$ cat config.mk
export PLATFORM = sky130hd
export DESIGN_NAME = dest_addr_filter
export DESIGN_NICKNAME = d
export VERILOG_FILES = /design/src/rtl/filt_pkg.sv /design/src/rtl/filt_cfg.sv /design/src/rtl/filt_capture.sv /design/src/rtl/filt_decide.sv /design/src/rtl/dest_addr_filter.sv
export SDC_FILE = /design/constraint.sdc
export NUM_CORES = 1
export LEC_CHECK = 0
export ABC_AREA = 0
export BUFFER_PORTS_ARGS = -buffer_cell sky130_fd_sc_hd__buf_2
export CAP_MARGIN = 20
export CORE_MARGIN = 2
export CORE_UTILIZATION = 50
export CTS_CLUSTER_SIZE = 28
export DETAILED_ROUTE_END_ITERATION = 8
export GPL_TIMING_DRIVEN = 0
export PLACE_DENSITY = 0.66
export SYNTH_ARGS = -nofsm -noshare
export SYNTH_HDL_FRONTEND = slang
export SYNTH_HIERARCHICAL = 1
export SYNTH_SLANG_ARGS = --single-unit
$ cat constraint.sdc
create_clock -name clk -period 9.35 [get_ports clk]
set_input_delay 1.87 -clock clk [delete_from_list [all_inputs] [get_ports clk]]
set_output_delay 1.87 -clock clk [all_outputs]
set_load 0.1 [all_outputs]
$ cat src/rtl/filt_pkg.sv
package filt_pkg;

  localparam logic [31:0] CRC_POLY_REFL = 32'hEDB88320;

  typedef struct packed {
    logic bcast_off;
    logic hash_on;
    logic all_multi;
    logic promisc;
  } filt_mode_t;

  // One byte of reflected CRC-32, least significant bit first.
  function automatic logic [31:0] crc_step_byte(input logic [31:0] c_in,
                                                input logic [7:0]  d);
    logic [31:0] c;
    c = c_in ^ {24'd0, d};
    for (int i = 0; i < 8; i++) begin
      c = c[0] ? ((c >> 1) ^ CRC_POLY_REFL) : (c >> 1);
    end
    return c;
  endfunction

endpackage

$ cat src/rtl/filt_cfg.sv
module filt_cfg
  import filt_pkg::*;
#(
  parameter int HASH_WORDS = 8,
  parameter int WORD_W     = 32,
  parameter int ADDR_BYTES = 6,
  localparam int AW   = $clog2(2 * HASH_WORDS),
  localparam int WSEL = $clog2(HASH_WORDS),
  localparam int BITW = $clog2(WORD_W),
  localparam int IDXW = WSEL + BITW,
  localparam int STW  = 8 * ADDR_BYTES
) (
  input  logic              clk,
  input  logic              rst,
  input  logic              we,
  input  logic [AW-1:0]     addr,
  input  logic [WORD_W-1:0] wdata,
  input  logic [IDXW-1:0]   hash_idx,
  output filt_mode_t        mode,
  output logic [STW-1:0]    station,
  output logic              hash_hit
);
  localparam int HIW = STW - WORD_W;

  filt_mode_t        mode_q;
  logic [WORD_W-1:0] lo_q;
  logic [HIW-1:0]    hi_q;
  logic [WORD_W-1:0] hash_mem [HASH_WORDS];
  logic [WORD_W-1:0] hash_word;

  always_ff @(posedge clk) begin
    if (rst) begin
      mode_q <= '0;
      lo_q   <= '0;
      hi_q   <= '0;
    end else if (we) begin
      if (addr == AW'(0)) mode_q <= filt_mode_t'(wdata[3:0]);
      if (addr == AW'(1)) lo_q   <= wdata;
      if (addr == AW'(2)) hi_q   <= wdata[HIW-1:0];
    end
  end

  // Hash table: plain write port, asynchronous read (LUT RAM friendly).
  always_ff @(posedge clk) begin
    if (we && addr[AW-1]) hash_mem[addr[WSEL-1:0]] <= wdata;
  end

  assign hash_word = hash_mem[hash_idx[IDXW-1:BITW]];
  assign hash_hit  = hash_word[hash_idx[BITW-1:0]];
  assign mode      = mode_q;
  assign station   = {hi_q, lo_q};

  AST_LO_WRITE: assert property (@(posedge clk) disable iff (rst)
    (we && addr == AW'(1)) |=> (lo_q == $past(wdata)));

  AST_MODE_HOLD: assert property (@(posedge clk) disable iff (rst)
    (!we) |=> $stable(mode_q));

endmodule

$ cat src/rtl/filt_capture.sv
module filt_capture
  import filt_pkg::*;
#(
  parameter int ADDR_BYTES = 6,
  localparam int STW = 8 * ADDR_BYTES,
  localparam int CW  = $clog2(ADDR_BYTES + 1)
) (
  input  logic           clk,
  input  logic           rst,
  input  logic           rx_valid,
  input  logic           rx_sof,
  input  logic [7:0]     rx_byte,
  output logic           addr_done,
  output logic [STW-1:0] dest_next,
  output logic [31:0]    crc_next
);
  logic [CW-1:0]  cnt_q;
  logic [STW-1:0] dest_q;
  logic [31:0]    crc_q;
  logic           take;

  always_comb begin
    take      = rx_valid && (rx_sof || (cnt_q != '0 && cnt_q < CW'(ADDR_BYTES)));
    addr_done = rx_valid && (rx_sof ? (ADDR_BYTES == 1)
                                    : (cnt_q == CW'(ADDR_BYTES - 1)));
    crc_next  = crc_step_byte(rx_sof ? 32'hFFFF_FFFF : crc_q, rx_byte);
    dest_next = {rx_byte, dest_q[STW-1:8]};
  end

  always_ff @(posedge clk) begin
    if (rst) begin
      cnt_q  <= '0;
      dest_q <= '0;
      crc_q  <= '1;
    end else if (take) begin
      cnt_q  <= rx_sof ? CW'(1) : cnt_q + CW'(1);
      dest_q <= dest_next;
      crc_q  <= crc_next;
    end
  end

  AST_CNT_RANGE: assert property (@(posedge clk) disable iff (rst)
    cnt_q <= CW'(ADDR_BYTES));

  AST_SOF_RESTART: assert property (@(posedge clk) disable iff (rst)
    (rx_valid && rx_sof) |=> (cnt_q == CW'(1)));

endmodule

$ cat src/rtl/filt_decide.sv
module filt_decide
  import filt_pkg::*;
#(
  parameter int ADDR_BYTES = 6,
  parameter int IDXW       = 8,
  localparam int STW = 8 * ADDR_BYTES
) (
  input  logic            clk,
  input  logic            rst,
  input  logic            addr_done,
  input  logic [STW-1:0]  dest,
  input  logic [31:0]     crc,
  input  filt_mode_t      mode,
  input  logic [STW-1:0]  station,
  input  logic            hash_hit,
  output logic [IDXW-1:0] hash_idx,
  output logic            valid,
  output logic            accept
);
  logic [IDXW-1:0] inv_low;
  logic            is_group, is_bcast, take_it;

  always_comb begin
    inv_low = ~crc[IDXW-1:0];
    for (int i = 0; i < IDXW; i++) hash_idx[i] = inv_low[IDXW-1-i];
    is_group = dest[0];
    is_bcast = &dest;
    if (mode.promisc)  take_it = 1'b1;
    else if (is_bcast) take_it = !mode.bcast_off;
    else if (is_group) take_it = mode.all_multi || (mode.hash_on && hash_hit);
    else               take_it = (dest == station);
  end

  always_ff @(posedge clk) begin
    if (rst) begin
      valid  <= 1'b0;
      accept <= 1'b0;
    end else begin
      valid  <= addr_done;
      accept <= addr_done && take_it;
    end
  end

  AST_PROMISC_WINS: assert property (@(posedge clk) disable iff (rst)
    (addr_done && mode.promisc) |=> accept);

  AST_UNICAST_MISS: assert property (@(posedge clk) disable iff (rst)
    (addr_done && !mode.promisc && !dest[0] && dest != station) |=> !accept);

endmodule

$ cat src/rtl/dest_addr_filter.sv
module dest_addr_filter
  import filt_pkg::*;
#(
  parameter int ADDR_BYTES = 6,
  parameter int HASH_WORDS = 8,
  parameter int WORD_W     = 32
) (
  input  logic                            clk,
  input  logic                            rst,
  input  logic                            rx_valid,
  input  logic                            rx_sof,
  input  logic [7:0]                      rx_byte,
  input  logic                            cfg_we,
  input  logic [$clog2(2*HASH_WORDS)-1:0] cfg_addr,
  input  logic [WORD_W-1:0]               cfg_wdata,
  output logic                            decision_valid,
  output logic                            accept
);
  localparam int STW  = 8 * ADDR_BYTES;
  localparam int IDXW = $clog2(HASH_WORDS) + $clog2(WORD_W);

  logic            addr_done, hash_hit;
  logic [STW-1:0]  dest_next, station;
  logic [31:0]     crc_next;
  logic [IDXW-1:0] hash_idx;
  filt_mode_t      mode;

  filt_capture #(.ADDR_BYTES(ADDR_BYTES)) u_cap (
    .clk(clk), .rst(rst), .rx_valid(rx_valid), .rx_sof(rx_sof),
    .rx_byte(rx_byte), .addr_done(addr_done), .dest_next(dest_next),
    .crc_next(crc_next)
  );

  filt_cfg #(.HASH_WORDS(HASH_WORDS), .WORD_W(WORD_W),
             .ADDR_BYTES(ADDR_BYTES)) u_cfg (
    .clk(clk), .rst(rst), .we(cfg_we), .addr(cfg_addr), .wdata(cfg_wdata),
    .hash_idx(hash_idx), .mode(mode), .station(station), .hash_hit(hash_hit)
  );

  filt_decide #(.ADDR_BYTES(ADDR_BYTES), .IDXW(IDXW)) u_dec (
    .clk(clk), .rst(rst), .addr_done(addr_done), .dest(dest_next),
    .crc(crc_next), .mode(mode), .station(station), .hash_hit(hash_hit),
    .hash_idx(hash_idx), .valid(decision_valid), .accept(accept)
  );

  AST_VALID_PULSE: assert property (@(posedge clk) disable iff (rst)
    decision_valid |=> !decision_valid);

  AST_QUIET_ACCEPT: assert property (@(posedge clk) disable iff (rst)
    !decision_valid |-> !accept);

endmodule

==> reports/results.tsv, run 1 <==
stage	metric	value	unit
placement	gp_congestion	0.887	
sta	period_share	0.680	
clock_tree	cts_buffer_depth	3	
routing	finalWirelength	41500	um
floorplan	dieArea	34400	um2
global_route	antenna_found_initial	0	
routing	dr.pass1.iters	8	
synth	synthesis.nets	1339	
setup_path	required	9.76	ns
placement	place_hpwl	28500	um
status	outcome	finished, final reports clean	
setup_path	cp_slowest_cell	clkinv_1	
pwr	leakagePower	0.00674	uW
placement	dpl_cell_area	17500	um2
floorplan	rows	66	
synth	syn-cell-area	16500	um2
clock_tree	cts_tree	done	
setup_path	slowest_delay	0.62	ns
placement	pre_cts_ws	2.53	ns
setup_path	start_kind	primary input	
sta	setup_ws	2.99	ns
synth	yosys_warnings	6	
pwr	p_per_area	235	nW/um2
clock_tree	htreeDepth	2	
sta	grt_setup_unrepaired	no	
routing	wl_per_cell	22.4	um
cells_and_area	nNetsFinal	1438	
clock_tree	cts_setup_buffers	0	
clock_tree	clock_latency	0.53	ns
floorplan	fp.coreArea	32500	um2
sta	final.setup.tns	0	ns
clock_tree	clock-sinks	385	
sta	skew	0.0153	ns
routing	vias_per_cell	5.67	
floorplan	die_h	185	um
global_route	grt_pass1_vias	10500	
cells_and_area	final_cells	1857	
cells_and_area	final_area	18800	um2
sta	fmax	157	MHz
routing	num_vias	10500	
clock_tree	cts-root-buf	clkbuf_16	
setup_path	crit_fanout	10	
floorplan	die_w	185	um
setup_path	cp-end-kind	flop	
sta	period_needed	6.36	ns
cells_and_area	antenna-diode-count	0	
clock_tree	cts-buffers-inserted	40	
synth	synth.avg_cell_area	12.8	um2
setup_path	worstPathCellList	buf_4 -> buf_2 -> buf_1 -> clkbuf_1 -> nor2_1 -> xnor2_1 -> inv_1 -> clkbuf_1 -> clkinv_1 -> mux2i_1 -> a21oi_1 -> and3_1 -> nor4_2 -> a31oi_1 -> a21o_1 -> nand2_1 -> mux2i_1 -> o31a_1	
placement	io_buffers	45	
sta	drv_slew	0	
flow_run	cap_violations	0	
pwr	vdd_drop_max	0.151	mV
pwr	p_total	4410	uW
clock_tree	hold_buffers	0	
setup_path	crit_type	in2reg	
min_path	hp-class	reg2reg	
setup_path	timing.critical_path.buf_inv	7	
cells_and_area	n_fill_cell	2653	
cells_and_area	syn_to_final_growth	14.1	%
clock_tree	postCtsResizedCells	0	
floorplan	start_util	0.507	
sta	maxSlewHeadroom	0.310	
global_route	overflow	0	
global_route	grt_usage	0.249	
routing	drcViolationCount	0	
global_route	grt_pass1_wl	62800	um
floorplan	io_pins	51	
global_route	grt_max_degree	29	
placement	place_inst	1786	
routing	ant_nets	0	
sta	hold_viol_final	0	
setup_path	critPathTopFamily	buffers and inverters	
cells_and_area	drive_gt1_frac	0.153	
sta	setup_viol	0	
clock_tree	clk_pin_slew_worst_paths	0.06	ns
sta	worstMarginPinSlew	1.03	ns
synth	synthCells	1287	
setup_path	crit_arrival	6.77	ns
routing	drt_iter0_markers	988	
-- placed cells by master, fill, tap and decap left out, types with 5 or more instances in the layout --
master / instances
a211o_1: 10
buf_4: 17
a31oi_1: 6
nor2_1: 52
dfxtp_1: 129
a22o_1: 5
nor2b_1: 5
clkinv_2: 11
a22oi_1: 10
mux2i_1: 67
o22ai_1: 21
nand3_1: 26
clkbuf_16: 41
buf_1: 5
buf_12: 7
nand2_1: 226
xnor3_1: 5
clkbuf_1: 49
xnor2_2: 6
inv_1: 13
xnor2_1: 62
and2_1: 10
nand3b_1: 5
edfxtp_1: 256
mux4_2: 34
buf_2: 62
a21oi_1: 93
nor2_4: 7
nand4_1: 16
nor4_1: 21
buf_6: 8
xor2_1: 64
-- stage by stage --
step / hold slack, ns / util
floorplan: 0.437 / -
global placement: 0.450 / 0.531
detailed placement: 0.456 / 0.539
CTS: 0.471 / 0.579
global route: 0.488 / 0.579
finish: 0.471 / 0.579
-- final timing paths --
kind,start,endpoint,slack (ns),cells past startpoint
max,rx_sof,u_dec/accept,2.99,18
min,u_cap/crc_q[15],u_cap/crc_q[15],0.47,2
max reg2reg,u_cap/crc_q[4],u_dec/accept,4.47,17
min reg2reg,u_cap/crc_q[15],u_cap/crc_q[15],0.47,2
-- per-layer routing --
layer | track usage | wire length (um) | vias up
li1 | - | - | 4829
met1 | 0.344 | 18000 | 5197
met2 | 0.400 | 19300 | 421
met3 | 0.0395 | 2760 | 91
met4 | 0.0895 | 1430 | 0
met5 | 0 | 0 | -
-- area by class of cell --
type	instances	area, um2	share of cell area
Buffer	86	447	0.0238
Inverter	14	52.6	0.00280
Tap cell	442	553	0.0294
Timing Repair Buffer	57	417	0.0222
Clock inverter	24	245	0.0131
Clock buffer	47	1050	0.0558
Multi-Input combinational cell	802	5750	0.306
Sequential cell	385	10300	0.547
-- state kept, by name, summed over array words and instances (netlist names) --
register        count
u_cfg/lo_q         32
u_dec/accept        1
u_cap/dest_q       40
u_cfg/hi_q         16
u_cap/crc_q        32
u_dec/valid         1
u_cfg/hash_mem    256
u_cap/cnt_q         3
u_cfg/mode          4
-- worst reg2reg max path: stages (launching register included) --
cell      delay (ns)
dfxtp_1         0.31
buf_2           0.21
xnor2_1         0.15
nor2_1          0.07
xnor2_1         0.58
xnor2_1         0.21
inv_1           0.09
clkbuf_1        0.52
clkinv_1        0.63
mux2i_1         0.48
a21oi_1         0.11
and3_1          0.24
nor4_2          0.33
a31oi_1         0.17
a21o_1          0.22
nand2_1         0.07
mux2i_1         0.06
o31a_1          0.31
-- where the power goes --
group          switching [uW]  internal (uW)
sequential               26.3           1860
clock                     651            918
combinational             551            404
total                    1230           3180
Note: power is estimated with default switching activity, not from simulation.
==> run 2: changes to the inputs <==
--- a/config.mk
+++ b/config.mk
@@ -13,7 +13,7 @@
 export CTS_CLUSTER_SIZE = 28
 export DETAILED_ROUTE_END_ITERATION = 8
 export GPL_TIMING_DRIVEN = 0
-export PLACE_DENSITY = 0.66
+export PLACE_DENSITY = 0.69
 export SYNTH_ARGS = -nofsm -noshare
 export SYNTH_HDL_FRONTEND = slang
 export SYNTH_HIERARCHICAL = 1
==> constraint.sdc (replaced) <==
create_clock -name clk -period 5.75 [get_ports clk]
set_input_delay 1.15 -clock clk [delete_from_list [all_inputs] [get_ports clk]]
set_output_delay 1.15 -clock clk [all_outputs]
set_load 0.1 [all_outputs]
==> run 2 against run 1 <==
Net effect:
- first-iteration DRC count shrank 9.2%
- critical endpoint unchanged
- register-to-register slack worse by 3.6 ns
- largest cell class unchanged
- sequential power increased by 62%
- non-clock buffer count grew 1
==> reports/results.tsv, run 2 (synthesis gave the netlist of run 1 again) <==
stage	metric	value	unit
clock_tree	cts_tree	done	
setup_path	crit_start	rx_sof	
cells_and_area	drive_gt1_frac	0.149	
clock_tree	cts_buffer_depth	3	
setup_path	cp-end-kind	flop	
floorplan	fp.coreArea	32500	um2
global_route	use_met2	0.398	
sta	setup_viol	0	
sta	skew	0.0112	ns
global_route	antenna_found_initial	0	
placement	pre_cts_ws	-0.306	ns
clock_tree	htreeDepth	2	
cells_and_area	antenna-diode-count	0	
pwr	leakagePower	0.00670	uW
setup_path	crit_fanout	10	
placement	place_hpwl	28400	um
global_route	overflow	0	
routing	ant_nets	0	
cells_and_area	n_fill_cell	2652	
setup_path	crit_type	in2reg	
placement	gp_congestion	0.868	
routing	finalWirelength	41000	um
global_route	met1_usage	0.347	
routing	dr.pass1.iters	5	
sta	whs	0.471	ns
cells_and_area	mostFrequentLayoutCell	edfxtp_1	
clock_tree	cts-buffers-inserted	40	
flow_run	cap_violations	0	
floorplan	die_h	185	um
sta	fmax	177	MHz
global_route	use_met3	0.0325	
cells_and_area	final_cell_mix	edfxtp_1, nand2_1, dfxtp_1, a21oi_1, mux2i_1	
clock_tree	cts_setup_buffers	0	
pwr	vdd_drop_max	0.217	mV
placement	io_buffers	45	
floorplan	dieArea	34400	um2
sta	grt_setup_unrepaired	no	
global_route	grt_max_degree	28	
status	outcome	finished, final reports clean	
cells_and_area	syn_to_final_growth	13.8	%
cells_and_area	largest_register_ffs	256	
min_path	hp-start	u_cap/crc_q[31]	
sta	hold_viol_final	0	
global_route	grt_pass1_vias	10400	
sta	maxSlewHeadroom	0.446	
cells_and_area	nNetsFinal	1439	
routing	vias_per_cell	5.67	
floorplan	start_util	0.507	
setup_path	r2r_slack	0.90	ns
floorplan	rows	66	
floorplan	die_w	185	um
setup_path	worstRegToRegCells	18	
setup_path	reg2reg_to	u_dec/accept	
global_route	grt_usage	0.246	
global_route	grt_pass1_wl	62600	um
sta	period_share	0.982	
setup_path	required	6.15	ns
routing	num_vias	10500	
setup_path	start_kind	primary input	
pwr	p_per_area	377	nW/um2
min_path	hp-class	reg2reg	
routing	drcViolationCount	0	
clock_tree	clk_pin_slew_worst_paths	0.06	ns
setup_path	crit_arrival	6.05	ns
clock_tree	clock_latency	0.53	ns
global_route	busiest_layer	met2	
min_path	hold_path_end	u_cap/crc_q[31]	
sta	setup_ws	0.102	ns
routing	drt_iter0_markers	897	
clock_tree	cts-root-buf	clkbuf_16	
clock_tree	clock-sinks	385	
routing	wl_per_cell	22.1	um
sta	period_needed	5.65	ns
setup_path	r2r_start	u_cap/crc_q[0]	
sta	worstMarginPinSlew	0.826	ns
min_path	min_delay_path_depth	2	
sta	drv_slew	0	
floorplan	io_pins	51	
-- run 2: changes by cell type in the layout (fill, tap and decap cells not counted), sizes merged --
cell,previous run,this run
buf,100,101
bufinv,4,3
clkbuf,90,94
clkinv,19,12
clkinvlp,1,4
inv,14,15
-- run 2: area by class of cell --
| cell class | instances | area, um2 | area share |
|---|---|---|---|
| sequential | 385 | 10300 | 0.548 |
| multi-input combinational | 802 | 5750 | 0.307 |
| clock buffer | 51 | 1040 | 0.0557 |
| tap | 442 | 553 | 0.0295 |
| buffer | 86 | 447 | 0.0238 |
| timing repair buffer | 58 | 432 | 0.0230 |
| clock inverter | 20 | 191 | 0.0102 |
| inverter | 14 | 56.3 | 0.00300 |
-- run 2: per-stage QoR --
stage | utilization | instance area, um2 | cells | total power, uW | setup TNS (ns)
floorplan | - | 16500 | 1287 | 4220 | 0
global placement | 0.531 | 17200 | 1774 | 4640 | -22.49
detailed placement | 0.539 | 17500 | 1787 | 4660 | -0.306
CTS | 0.578 | 18700 | 1858 | 7100 | 0
global route | 0.578 | 18700 | 1858 | 7340 | 0
finish | 0.578 | 18700 | 1858 | 7070 | 0
-- run 2: repair_timing --
action	4_1_cts	5_1_grt
hold endpoints to repair	0	0
setup endpoints to repair	0	1
resized for setup	0	1
hold buffers	0	0
-- run 2: worst max path at each step --
stage / end
floorplan: u_dec/accept
global placement: u_cfg/hash_mem[4][18]
detailed placement: u_dec/accept
CTS: u_dec/accept
global route: u_dec/accept
finish: u_dec/accept
-- run 2: critical path, cell delays in order --
cell,delay [ns]
buf_4,0.16
buf_2,0.25
buf_1,0.45
clkbuf_1,0.50
nor2_1,0.11
xnor2_1,0.16
inv_1,0.09
clkbuf_1,0.61
clkinvlp_4,0.54
mux2i_1,0.42
a21oi_1,0.11
and3_1,0.24
nor4_2,0.38
a31oi_1,0.17
a21o_1,0.22
nand2_1,0.07
mux2i_1,0.07
o31a_1,0.31
-- run 2: per-layer routing --
layer / wire length, um / part of all wire
met1: 17700 / 0.43
met4: 897 / 0.022
met3: 2750 / 0.067
met2: 19600 / 0.48
met5: 0 / 0
-- run 2: where the power goes --
part	switching [uW]	internal, uW
Clock	1030	1420
Combinational	886	657
Sequential	42.3	3030
Total	1960	5110
==> run 3: changes to the inputs <==
--- a/config.mk
+++ b/config.mk
@@ -8,12 +8,14 @@
 export ABC_AREA = 0
 export BUFFER_PORTS_ARGS = -buffer_cell sky130_fd_sc_hd__buf_2
 export CAP_MARGIN = 20
+export CELL_PAD_IN_SITES_DETAIL_PLACEMENT = 0
+export CELL_PAD_IN_SITES_GLOBAL_PLACEMENT = 1
 export CORE_MARGIN = 2
-export CORE_UTILIZATION = 50
+export CORE_UTILIZATION = 46
 export CTS_CLUSTER_SIZE = 28
 export DETAILED_ROUTE_END_ITERATION = 8
 export GPL_TIMING_DRIVEN = 0
-export PLACE_DENSITY = 0.69
+export PLACE_DENSITY_LB_ADDON = 0.1
 export SYNTH_ARGS = -nofsm -noshare
 export SYNTH_HDL_FRONTEND = slang
 export SYNTH_HIERARCHICAL = 1
==> run 3 against run 2 <==
Net effect:
- via count shrank 1.2%
- fmax is 3.0% higher
- global-route usage shrank 0.60 points
- combinational power is essentially flat
- register-to-register slack is essentially flat
- critical path type unchanged
- sequential share of layout area down 0.28 points
- cell count is 1.2% higher
- first-iteration DRC count decreased by 8.1%
- flip-flop and latch count stayed put
- clock skew increased by 0.00070 ns
- design area increased by 0.52%
==> reports/results.tsv, run 3 (synthesis gave the netlist of run 1 again) <==
stage	metric	value	unit
status	outcome	finished, final reports clean	
sta	hold_viol_final	0	
floorplan	die_h	193	um
sta	setup_viol	0	
cells_and_area	antenna-diode-count	0	
sta	grt_setup_unrepaired	no	
sta	period_share	0.954	
floorplan	fp.coreArea	35400	um2
floorplan	io_pins	51	
clock_tree	clock_latency	0.54	ns
flow_run	cap_violations	0	
cells_and_area	multi_input_area	5750	um2
setup_path	crit_type	in2reg	
cells_and_area	nNetsFinal	1441	
global_route	grt_max_degree	24	
placement	dpl_cell_area	17500	um2
clock_tree	cts-root-buf	clkbuf_16	
routing	ant_nets	0	
clock_tree	cts_setup_buffers	0	
global_route	grt_pass1_vias	10400	
floorplan	die_w	193	um
cells_and_area	seqCellArea	10300	um2
sta	fmax	182	MHz
global_route	grt_usage	0.240	
cells_and_area	drive_gt1_frac	0.153	
pwr	p_per_area	383	nW/um2
routing	wl_per_cell	23.6	um
setup_path	cp-end-kind	flop	
clock_tree	hold_buffers	0	
cells_and_area	n_fill_cell	3111	
pwr	vdd_drop_max	0.226	mV
routing	dr.pass1.iters	5	
clock_tree	htreeDepth	2	
clock_tree	cts-buffers-inserted	42	
floorplan	dieArea	37300	um2
sta	period_needed	5.49	ns
placement	pre_cts_ws	-0.465	ns
placement	io_buffers	45	
cells_and_area	final_area	18800	um2
floorplan	start_util	0.465	
clock_tree	cts_buffer_depth	3	
clock_tree	clk_pin_slew_worst_paths	0.06	ns
setup_path	crit_arrival	5.90	ns
cells_and_area	final_cell_mix	edfxtp_1, nand2_1, dfxtp_1, a21oi_1, mux2i_1	
setup_path	required	6.16	ns
sta	whs	0.468	ns
routing	num_vias	10400	
cells_and_area	mostFrequentLayoutCell	edfxtp_1	
global_route	antenna_found_initial	0	
sta	drv_slew	0	
floorplan	rows	69	
sta	maxSlewHeadroom	0.498	
routing	drt_iter0_markers	824	
routing	finalWirelength	44500	um
sta	skew	0.0119	ns
clock_tree	cts_tree	done	
sta	setup_ws	0.264	ns
sta	worstMarginPinSlew	0.749	ns
routing	vias_per_cell	5.54	
routing	drcViolationCount	0	
setup_path	start_kind	primary input	
global_route	grt_pass1_wl	67100	um
clock_tree	clock-sinks	385	
placement	place_hpwl	30900	um
placement	gp_congestion	0.892	
global_route	overflow	0	
cells_and_area	largest_register_ffs	256	
setup_path	crit_fanout	10	
pwr	leakagePower	0.00676	uW
min_path	hp-class	reg2reg	
cells_and_area	syn_to_final_growth	14.4	%
## run 3: cell count changes in the layout (fill, tap and decap cells not counted)
cell        previous run  this run
clkbuf_1              52        51
clkinv_2               3        10
clkbuf_2               2         1
clkinvlp_4             4         2
buf_12                 6         5
clkinv_8               1         0
clkinv_4               0         1
buf_16                 1         2
clkinv_1               8         7
clkbuf_16             40        43
inv_6                  2         1
## run 3: stage by stage
stage / instances / total power, uW / TNS (ns) / util
CTS: 1881 / 7280 / 0 / 0.532
finish: 1881 / 7210 / 0 / 0.532
detailed placement: 1806 / 4690 / -0.465 / 0.496
floorplan: 1287 / 4220 / 0 / -
global route: 1881 / 7510 / 0 / 0.532
global placement: 1793 / 4680 / -37.03 / 0.488
## run 3: what timing repair did
item | CTS | global route
endpoints found under the hold margin | 0 | 0
setup endpoints to repair | 0 | 1
resized for setup | 0 | 2
## run 3: worst paths after layout
kind                        start              end  slack [ns]  depth (start not counted)
setup / recovery           rx_sof     u_dec/accept        0.26                         19
hold / removal    u_cap/crc_q[11]  u_cap/crc_q[11]        0.47                          2
setup reg to reg   u_cap/crc_q[5]     u_dec/accept        0.89                         17
hold reg to reg   u_cap/crc_q[11]  u_cap/crc_q[11]        0.47                          2
## run 3: cell type report
type	instances	area share
Inverter	14	0.00279
Tap cell	461	0.0306
Buffer	86	0.0238
Clock inverter	23	0.0104
Multi-Input combinational cell	802	0.305
Clock buffer	52	0.0589
Timing Repair Buffer	58	0.0233
Sequential cell	385	0.545
## run 3: power by group
part           internal (uW)  switching (uW)
clock                   1500            1080
sequential              3030            42.4
combinational            657             902
total                   5190            2020
## run 3: worst max-delay path, cell delays in order
cell and delay, ns:
buf_4 0.17, buf_2 0.25, buf_1 0.46, clkbuf_2 0.38
nor2_1 0.13, xnor2_1 0.32, inv_1 0.23, clkbuf_1 0.31
nand3b_1 0.26, buf_2 0.36, o22ai_1 0.13, o41ai_2 0.34
a31oi_1 0.12, nor4_2 0.44, a31oi_1 0.16, a21o_1 0.23
nand2_1 0.07, mux2i_1 0.07, o31a_1 0.31
## run 3: routing by layer
| metal | track usage | vias to the layer above | part of all wire |
|---|---|---|---|
| li1 | - | 4833 | - |
| met1 | 0.330 | 5229 | 0.44 |
| met2 | 0.394 | 284 | 0.48 |
| met3 | 0.0389 | 70 | 0.053 |
| met4 | 0.0701 | 0 | 0.025 |
| met5 | 0 | - | 0 |
